`config.mk`:
```
export PLATFORM = sky130hd
export DESIGN_NAME = vreq_decoder
export DESIGN_NICKNAME = d
export VERILOG_FILES = /design/src/rtl/vreq_pkg.sv /design/src/rtl/vreq_classify.sv /design/src/rtl/vreq_payload.sv /design/src/rtl/vreq_regs.sv /design/src/rtl/vreq_decoder.sv
export SDC_FILE = /design/constraint.sdc
export NUM_CORES = 1
export LEC_CHECK = 0
export BUFFER_PORTS_ARGS = -buffer_cell sky130_fd_sc_hd__buf_2
export CAP_MARGIN = 20
export CORE_MARGIN = 5
export CORE_UTILIZATION = 59
export DETAILED_ROUTE_END_ITERATION = 8
export GPL_TIMING_DRIVEN = 0
export PLACE_DENSITY = 0.85
export SLEW_MARGIN = 40
export SYNTH_ARGS = -nofsm -noshare
export SYNTH_HDL_FRONTEND = slang
export SYNTH_SLANG_ARGS = --single-unit
export TNS_END_PERCENT = 100
```
`constraint.sdc`:
```
create_clock -name clk -period 5.1 [get_ports clk]
set_clock_uncertainty 0.15 [all_clocks]
set_input_delay 0.255 -clock clk [delete_from_list [all_inputs] [get_ports clk]]
set_output_delay 0.255 -clock clk [all_outputs]
set_load 0.05 [all_outputs]
```
`src/rtl/vreq_pkg.sv`:
```
// Package: shared request encodings and decode targets for the vendor
// request decoder. Assumes 8-bit request type and code fields.
package vreq_pkg;
    localparam logic [7:0] TYPE_WR = 8'h40;
    localparam logic [7:0] TYPE_RD = 8'hC0;

    localparam logic [7:0] CODE_DIV_WR = 8'd5;
    localparam logic [7:0] CODE_LCR_WR = 8'd7;
    localparam logic [7:0] CODE_LCR_RD = 8'd6;
    localparam logic [7:0] CODE_MCR_WR = 8'd10;
    localparam logic [7:0] CODE_MSR_RD = 8'd2;
    localparam logic [7:0] CODE_AUX_WR = 8'd11;
    localparam logic [7:0] CODE_CTS_WR = 8'd12;

    typedef enum logic [2:0] {
        TGT_NONE,
        TGT_DIV,
        TGT_LCR,
        TGT_MCR,
        TGT_AUX,
        TGT_CTS,
        TGT_RD_LCR,
        TGT_RD_MSR
    } tgt_e;
endpackage

```
`src/rtl/vreq_classify.sv`:
```
// Module: vreq_classify
// Purely combinational lookup of a setup packet in the request table.
// Returns the target and whether type, code and length all fit an entry.
// Assumes the fields are only meaningful while the caller's setup strobe is high.
module vreq_classify
    import vreq_pkg::*;
#(
    parameter int LEN_W     = 8,
    parameter int DIV_BYTES = 4
) (
    input  logic [7:0]       req_type,
    input  logic [7:0]       req_code,
    input  logic [LEN_W-1:0] req_len,
    output tgt_e             tgt,
    output logic             accept,
    output logic             is_read
);
    localparam logic [LEN_W-1:0] LEN_ONE = LEN_W'(1);
    localparam logic [LEN_W-1:0] LEN_DIV = LEN_W'(DIV_BYTES);

    // Table lookup: pick the target, then test the length against it
    always_comb begin
        tgt = TGT_NONE;
        if (req_type == TYPE_WR) begin
            unique case (req_code)
                CODE_DIV_WR: tgt = TGT_DIV;
                CODE_LCR_WR: tgt = TGT_LCR;
                CODE_MCR_WR: tgt = TGT_MCR;
                CODE_AUX_WR: tgt = TGT_AUX;
                CODE_CTS_WR: tgt = TGT_CTS;
                default:     tgt = TGT_NONE;
            endcase
        end else if (req_type == TYPE_RD) begin
            unique case (req_code)
                CODE_LCR_RD: tgt = TGT_RD_LCR;
                CODE_MSR_RD: tgt = TGT_RD_MSR;
                default:     tgt = TGT_NONE;
            endcase
        end
        if (tgt == TGT_NONE)
            accept = 1'b0;
        else if (tgt == TGT_DIV)
            accept = (req_len == LEN_DIV) || (req_len == LEN_ONE);
        else
            accept = (req_len == LEN_ONE);
        is_read = (tgt == TGT_RD_LCR) || (tgt == TGT_RD_MSR);
    end
endmodule

```
`src/rtl/vreq_payload.sv`:
```
// Module: vreq_payload
// Collects the payload bytes of an accepted write. The bytes are placed
// least significant first into a shadow word, which is released as a commit
// strobe in the cycle of the final byte. Bytes that were not sent read as zero.
// Assumes start and drop come from the same setup strobe; drop wins over bytes.
module vreq_payload
    import vreq_pkg::*;
#(
    parameter int LEN_W     = 8,
    parameter int DIV_BYTES = 4
) (
    input  logic                   clk,
    input  logic                   rst_n,
    input  logic                   start,
    input  logic                   drop,
    input  tgt_e                   start_tgt,
    input  logic [LEN_W-1:0]       start_len,
    input  logic                   byte_valid,
    input  logic [7:0]             byte_in,
    output logic                   commit,
    output tgt_e                   commit_tgt,
    output logic [8*DIV_BYTES-1:0] commit_word
);
    logic             busy;
    logic [LEN_W-1:0] cnt;
    logic [LEN_W-1:0] len_q;
    tgt_e             tgt_q;
    logic [7:0]       shadow [DIV_BYTES];
    logic             last;

    // Final byte of the pending payload is on the input this cycle
    always_comb begin
        last   = (cnt + LEN_W'(1)) == len_q;
        commit = busy && byte_valid && !drop && last;
    end

    assign commit_tgt = tgt_q;

    // Assemble the outgoing word: earlier bytes from the shadow, current byte live
    for (genvar g = 0; g < DIV_BYTES; g++) begin : g_word
        always_comb begin
            if (cnt == LEN_W'(g))
                commit_word[8*g +: 8] = byte_in;
            else if (cnt > LEN_W'(g))
                commit_word[8*g +: 8] = shadow[g];
            else
                commit_word[8*g +: 8] = 8'h00;
        end
    end

    // Track the pending write and store each byte as it arrives
    always_ff @(posedge clk) begin
        if (!rst_n) begin
            busy  <= 1'b0;
            cnt   <= '0;
            len_q <= '0;
            tgt_q <= TGT_NONE;
            for (int i = 0; i < DIV_BYTES; i++) shadow[i] <= 8'h00;
        end else if (start) begin
            busy  <= 1'b1;
            cnt   <= '0;
            len_q <= start_len;
            tgt_q <= start_tgt;
        end else if (drop) begin
            busy <= 1'b0;
        end else if (busy && byte_valid) begin
            for (int i = 0; i < DIV_BYTES; i++)
                if (cnt == LEN_W'(i)) shadow[i] <= byte_in;
            cnt <= cnt + LEN_W'(1);
            if (last) busy <= 1'b0;
        end
    end
endmodule

```
`src/rtl/vreq_regs.sv`:
```
// Module: vreq_regs
// Holds the divisor, line-format, modem-control and CTS-ignore state.
// Updates only on a commit strobe. Bits 7..5 of the modem control byte
// are never stored. Assumes at most one commit per cycle.
module vreq_regs
    import vreq_pkg::*;
#(
    parameter int         DIV_BYTES = 4,
    parameter int         RESET_DIV = 12,
    parameter logic [7:0] RESET_LCR = 8'h03,
    parameter logic [7:0] RESET_MCR = 8'h08
) (
    input  logic                   clk,
    input  logic                   rst_n,
    input  logic                   commit,
    input  tgt_e                   tgt,
    input  logic [8*DIV_BYTES-1:0] word,
    output logic [8*DIV_BYTES-1:0] div_q,
    output logic [7:0]             lcr_q,
    output logic [7:0]             mcr_q,
    output logic                   cts_q
);
    localparam int DIV_W = 8 * DIV_BYTES;

    // Apply a committed payload to its target register
    always_ff @(posedge clk) begin
        if (!rst_n) begin
            div_q <= DIV_W'(RESET_DIV);
            lcr_q <= RESET_LCR;
            mcr_q <= {3'b000, RESET_MCR[4:0]};
            cts_q <= 1'b0;
        end else if (commit) begin
            case (tgt)
                TGT_DIV: div_q <= word;
                TGT_LCR: lcr_q <= word[7:0];
                TGT_MCR: mcr_q <= {3'b000, word[4:0]};
                TGT_CTS: cts_q <= 1'b1;
                default: ;
            endcase
        end
    end
endmodule

```
`src/rtl/vreq_decoder.sv`:
```
// Module: vreq_decoder (top)
// Decodes table-driven vendor control requests into a UART-style register
// set. It answers reads one cycle after setup and refuses bad requests with
// a one-cycle stall. Assumes setup_valid and data_valid are never high together
// when a byte matters; a setup takes precedence over a data byte.
module vreq_decoder
    import vreq_pkg::*;
#(
    parameter int LEN_W     = 8,
    parameter int DIV_BYTES = 4
) (
    input  logic                   clk,
    input  logic                   rst_n,
    input  logic                   setup_valid,
    input  logic [7:0]             req_type,
    input  logic [7:0]             req_code,
    input  logic [LEN_W-1:0]       req_len,
    input  logic                   data_valid,
    input  logic [7:0]             data_byte,
    input  logic [7:0]             modem_status,
    output logic [8*DIV_BYTES-1:0] baud_div,
    output logic [7:0]             line_ctrl,
    output logic [7:0]             modem_ctrl,
    output logic                   cts_ignore,
    output logic                   rd_valid,
    output logic [7:0]             rd_data,
    output logic                   stall
);
    localparam int DIV_W = 8 * DIV_BYTES;

    tgt_e             dec_tgt;
    logic             dec_ok;
    logic             dec_rd;
    logic             wr_start;
    logic             cm_valid;
    tgt_e             cm_tgt;
    logic [DIV_W-1:0] cm_word;

    vreq_classify #(.LEN_W(LEN_W), .DIV_BYTES(DIV_BYTES)) u_classify (
        .req_type (req_type),
        .req_code (req_code),
        .req_len  (req_len),
        .tgt      (dec_tgt),
        .accept   (dec_ok),
        .is_read  (dec_rd)
    );

    assign wr_start = setup_valid && dec_ok && !dec_rd;

    vreq_payload #(.LEN_W(LEN_W), .DIV_BYTES(DIV_BYTES)) u_payload (
        .clk         (clk),
        .rst_n       (rst_n),
        .start       (wr_start),
        .drop        (setup_valid),
        .start_tgt   (dec_tgt),
        .start_len   (req_len),
        .byte_valid  (data_valid),
        .byte_in     (data_byte),
        .commit      (cm_valid),
        .commit_tgt  (cm_tgt),
        .commit_word (cm_word)
    );

    vreq_regs #(.DIV_BYTES(DIV_BYTES)) u_regs (
        .clk    (clk),
        .rst_n  (rst_n),
        .commit (cm_valid),
        .tgt    (cm_tgt),
        .word   (cm_word),
        .div_q  (baud_div),
        .lcr_q  (line_ctrl),
        .mcr_q  (modem_ctrl),
        .cts_q  (cts_ignore)
    );

    // Register the stall pulse and the read response for the cycle after setup
    always_ff @(posedge clk) begin
        if (!rst_n) begin
            stall    <= 1'b0;
            rd_valid <= 1'b0;
            rd_data  <= 8'h00;
        end else begin
            stall    <= setup_valid && !dec_ok;
            rd_valid <= setup_valid && dec_ok && dec_rd;
            if (setup_valid && dec_ok && dec_rd)
                rd_data <= (dec_tgt == TGT_RD_LCR) ? line_ctrl : modem_status;
        end
    end
endmodule

```
==> results of run 1 <==
==> kinds of logic after synthesis <==
| group | count (synthesis) | share of synthesized area, % |
|---|---|---|
| AOI/OAI and AO/OA | 89 | 12.30 |
| xor gates and xnor gates | 14 | 2.397 |
| adders and majority gates | 4 | 0.9785 |
| buffers and inverters | 46 | 4.354 |
| DFF | 108 | 48.53 |
| muxes | 35 | 7.045 |
| other | 1 | 0.07332 |
| and+or+nand+nor | 247 | 24.32 |
==> registers in the layout, indices dropped and copies added (netlist names) <==
signal,cells
stall,1
u_regs.cts_q,1
u_payload.busy,1
rd_data,8
rd_valid,1
u_payload.commit_tgt,3
u_payload.shadow,32
u_regs.mcr_q,5
u_payload.cnt,8
u_regs.div_q,32
u_regs.lcr_q,8
u_payload.len_q,8
==> power groups by stage <==
stage	Combinational (W)	Clock (W)	Sequential (W)
2_1_floorplan	0.0000447	0	0.000916
3_3_place_gp	0.0000813	0	0.000915
3_5_place_dp	0.0000835	0	0.000915
4_1_cts	0.0000840	0.000484	0.000896
5_1_grt	0.0000923	0.000521	0.000897
6_report	0.0000851	0.000478	0.000896
==> placed cells by master (no fill, tap or decap), drive strengths merged, types with 4 or more instances in the layout <==
cell type	instances
nor3	5
nor2	53
and2	11
a211oi	11
xnor2	7
mux2	8
dfxtp	76
nand2	93
a21oi	6
inv	9
o21ai	32
a22o	17
buf	115
nand4	26
nand3	18
ha	4
nand2b	6
xor2	7
clkbuf	31
nor4	4
mux2i	27
and3	10
edfxtp	32
==> critical path, cell delays in order, from the launching register on <==
cell and delay, ns:
dfxtp_1 0.50, inv_1 0.14, ha_1 0.35, xnor2_1 0.18, o311ai_0 0.17, a211oi_1 0.34, and3_1 0.20, buf_2 0.20
buf_2 0.27, clkbuf_1 0.44, nand4_1 0.17, o21ai_1 0.14
==> cell type report <==
type	instances	area (um^2)
fill	683	2673
sequential	108	2482
multi-input combinational	392	2417
timing repair buffer	97	485.5
buffer	39	196.4
tap	108	135.1
clock buffer	10	127.6
clock inverter	6	50.05
inverter	7	26.28
==> final timing paths <==
| path | from | endpoint | slack [ns] | depth (start not counted) |
|---|---|---|---|---|
| max reg2reg | u_payload.cnt[0] | u_regs.div_q[29] | 1.81 | 11 |
| max | u_payload.cnt[0] | u_regs.div_q[29] | 1.81 | 11 |
| min | req_len[0] | u_payload.len_q[0] | 0.01 | 3 |
| min reg2reg | u_regs.div_q[23] | u_regs.div_q[23] | 0.31 | 2 |
==> through the flow <==
step	hold slack (ns)	instances	total power, W	worst slack, ns
final	0.01447	767	0.001459	1.806
after detailed placement	0.2938	751	0.0009990	1.926
after global routing	0.02477	767	0.001510	1.595
after global placement	0.2892	751	0.0009960	1.996
after floorplan	0.2489	546	0.0009604	2.563
after CTS	0.01124	767	0.001464	1.883
==> routing by layer <==
| layer | vias to the layer above | wire [um] | track usage, % | share of wire [%] |
|---|---|---|---|---|
| met2 | 201 | 6407 | 42.28 | 49 |
| met3 | 35 | 1000 | 4.465 | 7.7 |
| met1 | 2132 | 5256 | 30.73 | 40 |
| met5 | - | 0 | 0 | 0 |
| met4 | 0 | 393 | 11.75 | 3.0 |
| li1 | 2173 | - | - | - |
==> impl_metrics.yaml, run 1 <==
run_status:
  run_status: "finished, final reports clean"
placement:
  placed_area_mm2: 0.005743
  gp_congestion: 0.8347
  hpwl_um: 9809
  numPortBuffers: 97
min_path:
  hold_path_class: "in -> reg"
die:
  ios: 103
  core_area_mm2: 0.008593
  die_h_um: 103.1
  die_w_um: 103.1
  fp-row-count: 34
  die_area_mm2: 0.01063
  start_util_pct: 59.52
pwr:
  p_sw_w: 0.0003565
  p_seq_share_pct: 61.4
  pwr-share-clk_pct: 32.8
  p_leak_nw: 2.594
  power_density_mw_per_mm2: 246.5
  p_int_w: 0.001103
  peakVddDrop_mv: 0.1750
  switching_share_pct: 24.43
  p_comb_share_pct: 5.8
cts:
  tritoncts: "built"
  cts_root_buf: "clkbuf_8"
  cts_resized: 0
  insertion_delay_ns: 0.37
  cts_setup_buffers: 0
  clk_pin_slew_ns: 0.10
  cts-htree-levels: 3
  cts.path.max_buffers: 2
  cts_buffers: 9
  cts_hold_buf: 0
  cts_sinks: 108
yosys:
  syn_inst: 544
  synth_most_common_cell: "nand2_1"
  synth_area_mm2: 0.005115
  netlist.area_leader.share_pct: 29.75
  yosysUniqueCellTypes: 61
  yosysWarnings: 0
  yosys.area.top_type: "dfxtp_1"
  ys_seq_elements: 108
  synth_edf_count: 32
  ys_seq_area_share_pct: 48.53
  synth_commonest_cells: "92 x nand2_1, 76 x dfxtp_1, 52 x nor2_1"
  syn_avg_cell_area_um2: 9.402
  synthTopCellsByArea: "dfxtp_1 30%, edfxtp_1 19%, nand2_1 6.8%, mux2i_1 5.3%, nor2_1 3.8%"
  ys.flop_type: "dfxtp_1"
  synthArstFlopShare_pct: 0
layout:
  finalInstanceArea_mm2: 0.005921
  num_antenna_cells: 0
  final_util_pct: 68.90
  fin_nets: 702
  area_growth_pct: 15.75
  drive_gt1_share_pct: 22.91
timing:
  finalCriticalPeriod_ns: 3.294
  setup_tns_ns: 0
  drv_slew: 0
  hold_violations: 0
  fmax_ghz: 0.3036
  period_share_pct: 64.59
  worstMarginPinSlew_ns: 0.8585
  slew_headroom_pct: 41.96
  finalSetupViolations: 0
  grt_setup_unrepaired: "no"
worst_setup_path:
  crit_fanout: 10
  endpoint_kind: "flop"
  critPathKind: "reg -> reg"
  cp.required_ns: 5.25
  startpoint_type: "flop"
  critPathArrivalTime_ns: 3.45
grt:
  grt-ovfl-total: 0
  grt_pass1_wl_um: 20790
  grt_max_degree: 20
  grt_pass1_vias: 4454
  grt_antenna_before_repair: 0
  grtUsageTotal_pct: 24.93
detailed_routing:
  wirelength_um: 13060
  vias: 4541
  post-route-drc-count: 0
  wl_per_cell_um: 17.02
  drt-initial-drc-count: 220
  viasPerCell: 5.920
  dr.pass1.iters: 5
  ant_nets: 0
job:
  cap_violations: 0
Power figures use the tool's default switching activity.
==> run 2: changes to the inputs <==
CORE_UTILIZATION = 55   (was 59)
PLACE_DENSITY = 0.8   (was 0.85)
clock period = 3.04 ns   (was 5.1 ns; I/O delays follow)
==> run 2 against run 1 <==
Clock power rose by 67%; utilization decreased by 3.0 points; worst setup slack worse by 1.6 ns; final cell count grew 1.6%; non-clock buffer count rose by 9; worst hold slack better by 0.0040 ns; global-route usage is 2.3 points lower; maximum frequency increased by 14%; via count is 0.57% lower.
==> impl_metrics.yaml, run 2 (synthesis results as in run 1) <==
run_status:
  run_status: "finished, final reports clean"
cts:
  cts_root_buf: "clkbuf_8"
  insertion_delay_ns: 0.37
  tritoncts: "built"
  cts.path.max_buffers: 2
  cts_buffers: 9
  cts_sinks: 108
  cts-htree-levels: 3
  clk_pin_slew_ns: 0.10
worst_setup_path:
  path_depth: 9
  crit_path_cell_trace: "inv_1, ha_1, xnor2_1, o311ai_0, a211oi_1, and3_1, buf_2, nand3_1, mux2_2"
  critPathKind: "reg -> reg"
  crit_slowest_cell: "dfxtp_2"
  startpoint_type: "flop"
  slowest_delay_ns: 0.43
  cp_num_buf_inv: 2
  endpoint_kind: "flop"
  crit_fanout: 9
  reg2regPathDepth: 9
  critPathArrivalTime_ns: 3.00
  cp.required_ns: 3.16
  critPathTopFamily: "simple AND/OR/NAND/NOR gates"
pwr:
  switching_share_pct: 24.44
  p_sw_w: 0.0005991
  p_int_w: 0.001852
  p_total_w: 0.002451
  p_comb_share_pct: 6.2
  peakVddDrop_mv: 0.3583
  p_seq_share_pct: 61.3
  pwr-share-clk_pct: 32.5
  power_density_mw_per_mm2: 406.4
  p_leak_nw: 2.646
timing:
  grt_setup_unrepaired: "no"
  worstMarginPinSlew_ns: 0.7537
  fmax_ghz: 0.3470
  period_share_pct: 94.81
  finalSetupViolations: 0
  slew_headroom_pct: 49.42
  drv_slew: 0
  hold_violations: 0
  finalCriticalPeriod_ns: 2.882
grt:
  grt-ovfl-total: 0
  grt_pass1_wl_um: 20910
  grtUsageTotal_pct: 22.65
  grt_pass1_vias: 4417
  grt_antenna_before_repair: 0
  grt_max_degree: 19
layout:
  finalInstanceArea_mm2: 0.006032
  reg_top3: "u_payload.shadow x32, u_regs.div_q x32"
  nFillCells: 732
  area_growth_pct: 17.93
  num_antenna_cells: 0
  drive_gt1_share_pct: 23.65
  final_cell_mix: "104 x buf_2, 91 x nand2_1, 74 x dfxtp_1, 52 x nor2_1, 32 x edfxtp_1"
  layout_commonest_cell: "buf_2"
  fin_nets: 711
  final_util_pct: 65.91
placement:
  placed_area_mm2: 0.005747
  numPortBuffers: 97
  gp_congestion: 0.8439
  hpwl_um: 9642
job:
  cap_violations: 0
die:
  fp-row-count: 35
  start_util_pct: 55.89
  die_w_um: 106.4
  die_h_um: 106.4
  core_area_mm2: 0.009153
  ios: 103
  die_area_mm2: 0.01133
detailed_routing:
  drt-initial-drc-count: 263
  vias: 4515
  dr.pass1.iters: 5
  viasPerCell: 5.796
  post-route-drc-count: 0
  wl_per_cell_um: 16.52
  ant_nets: 0
  wirelength_um: 12870
min_path:
  hold-path-cell-count: 3
  hold_path_class: "in -> reg"
==> run 2: timing repair <==
action | in CTS | in global routing
setup endpoints to repair | 16 | 40
buffers inserted | 0 | 1
pin swaps | 0 | 1
hold buffers | 8 | 0
resized for setup | 2 | 9
endpoints found under the hold margin | 8 | 0
==> run 2: final cells by class <==
type | count | area (um^2) | share of cell area (%)
flip-flops and latches | 108 | 2485 | 41.19
inverters | 7 | 26.28 | 0.4356
clock inverters | 7 | 48.80 | 0.8090
multi-input cells | 392 | 2431 | 40.30
repair buffers | 106 | 573.1 | 9.500
plain buffers | 39 | 205.2 | 3.402
clock buffers | 9 | 123.9 | 2.054
well taps | 111 | 138.9 | 2.302
==> run 2: power groups by stage <==
stage	Clock (W)	Sequential, W	Combinational [W]
after detailed placement	0	0.00154	0.000140
after CTS	0.000810	0.00150	0.000149
after floorplan	0	0.00154	0.0000751
final	0.000798	0.00150	0.000151
after global placement	0	0.00153	0.000137
after global routing	0.000872	0.00150	0.000164
==> run 2: through the flow <==
step	setup slack (ns)	setup TNS (ns)	instances	hold slack, ns
detailed placement	-0.1808	-1.468	754	0.2760
finish	0.1578	0	779	0.01844
CTS	0.02511	0	778	0.002818
global placement	-0.08915	-0.5321	754	0.2713
global route	0.009130	0	779	0.04824
floorplan	0.5028	0	546	0.1459
==> run 2: worst min-delay path: stages <==
cell and delay [ns]:
buf_2 0.10, mux2i_1 0.15, a211oi_1 0.09
==> run 2: metal layers <==
layer  GRT usage, %  share of wire (%)  vias up  routed length, um
li1               -                  -     2178                  -
met1          28.90                 43     2141               5514
met5              0                  0        -                  0
met3          3.886                6.7       27                861
met4          7.671                2.0        0                252
met2          38.91                 48      169               6242
==> run 2: final timing paths <==
path / startpoint / endpoint / slack, ns
min reg2reg: u_regs.div_q[23] / u_regs.div_q[23] / 0.31
max reg2reg: u_payload.cnt[0] / u_regs.mcr_q[3] / 0.16
max: u_payload.cnt[0] / u_regs.mcr_q[3] / 0.16
min: modem_status[7] / rd_data[7] / 0.02
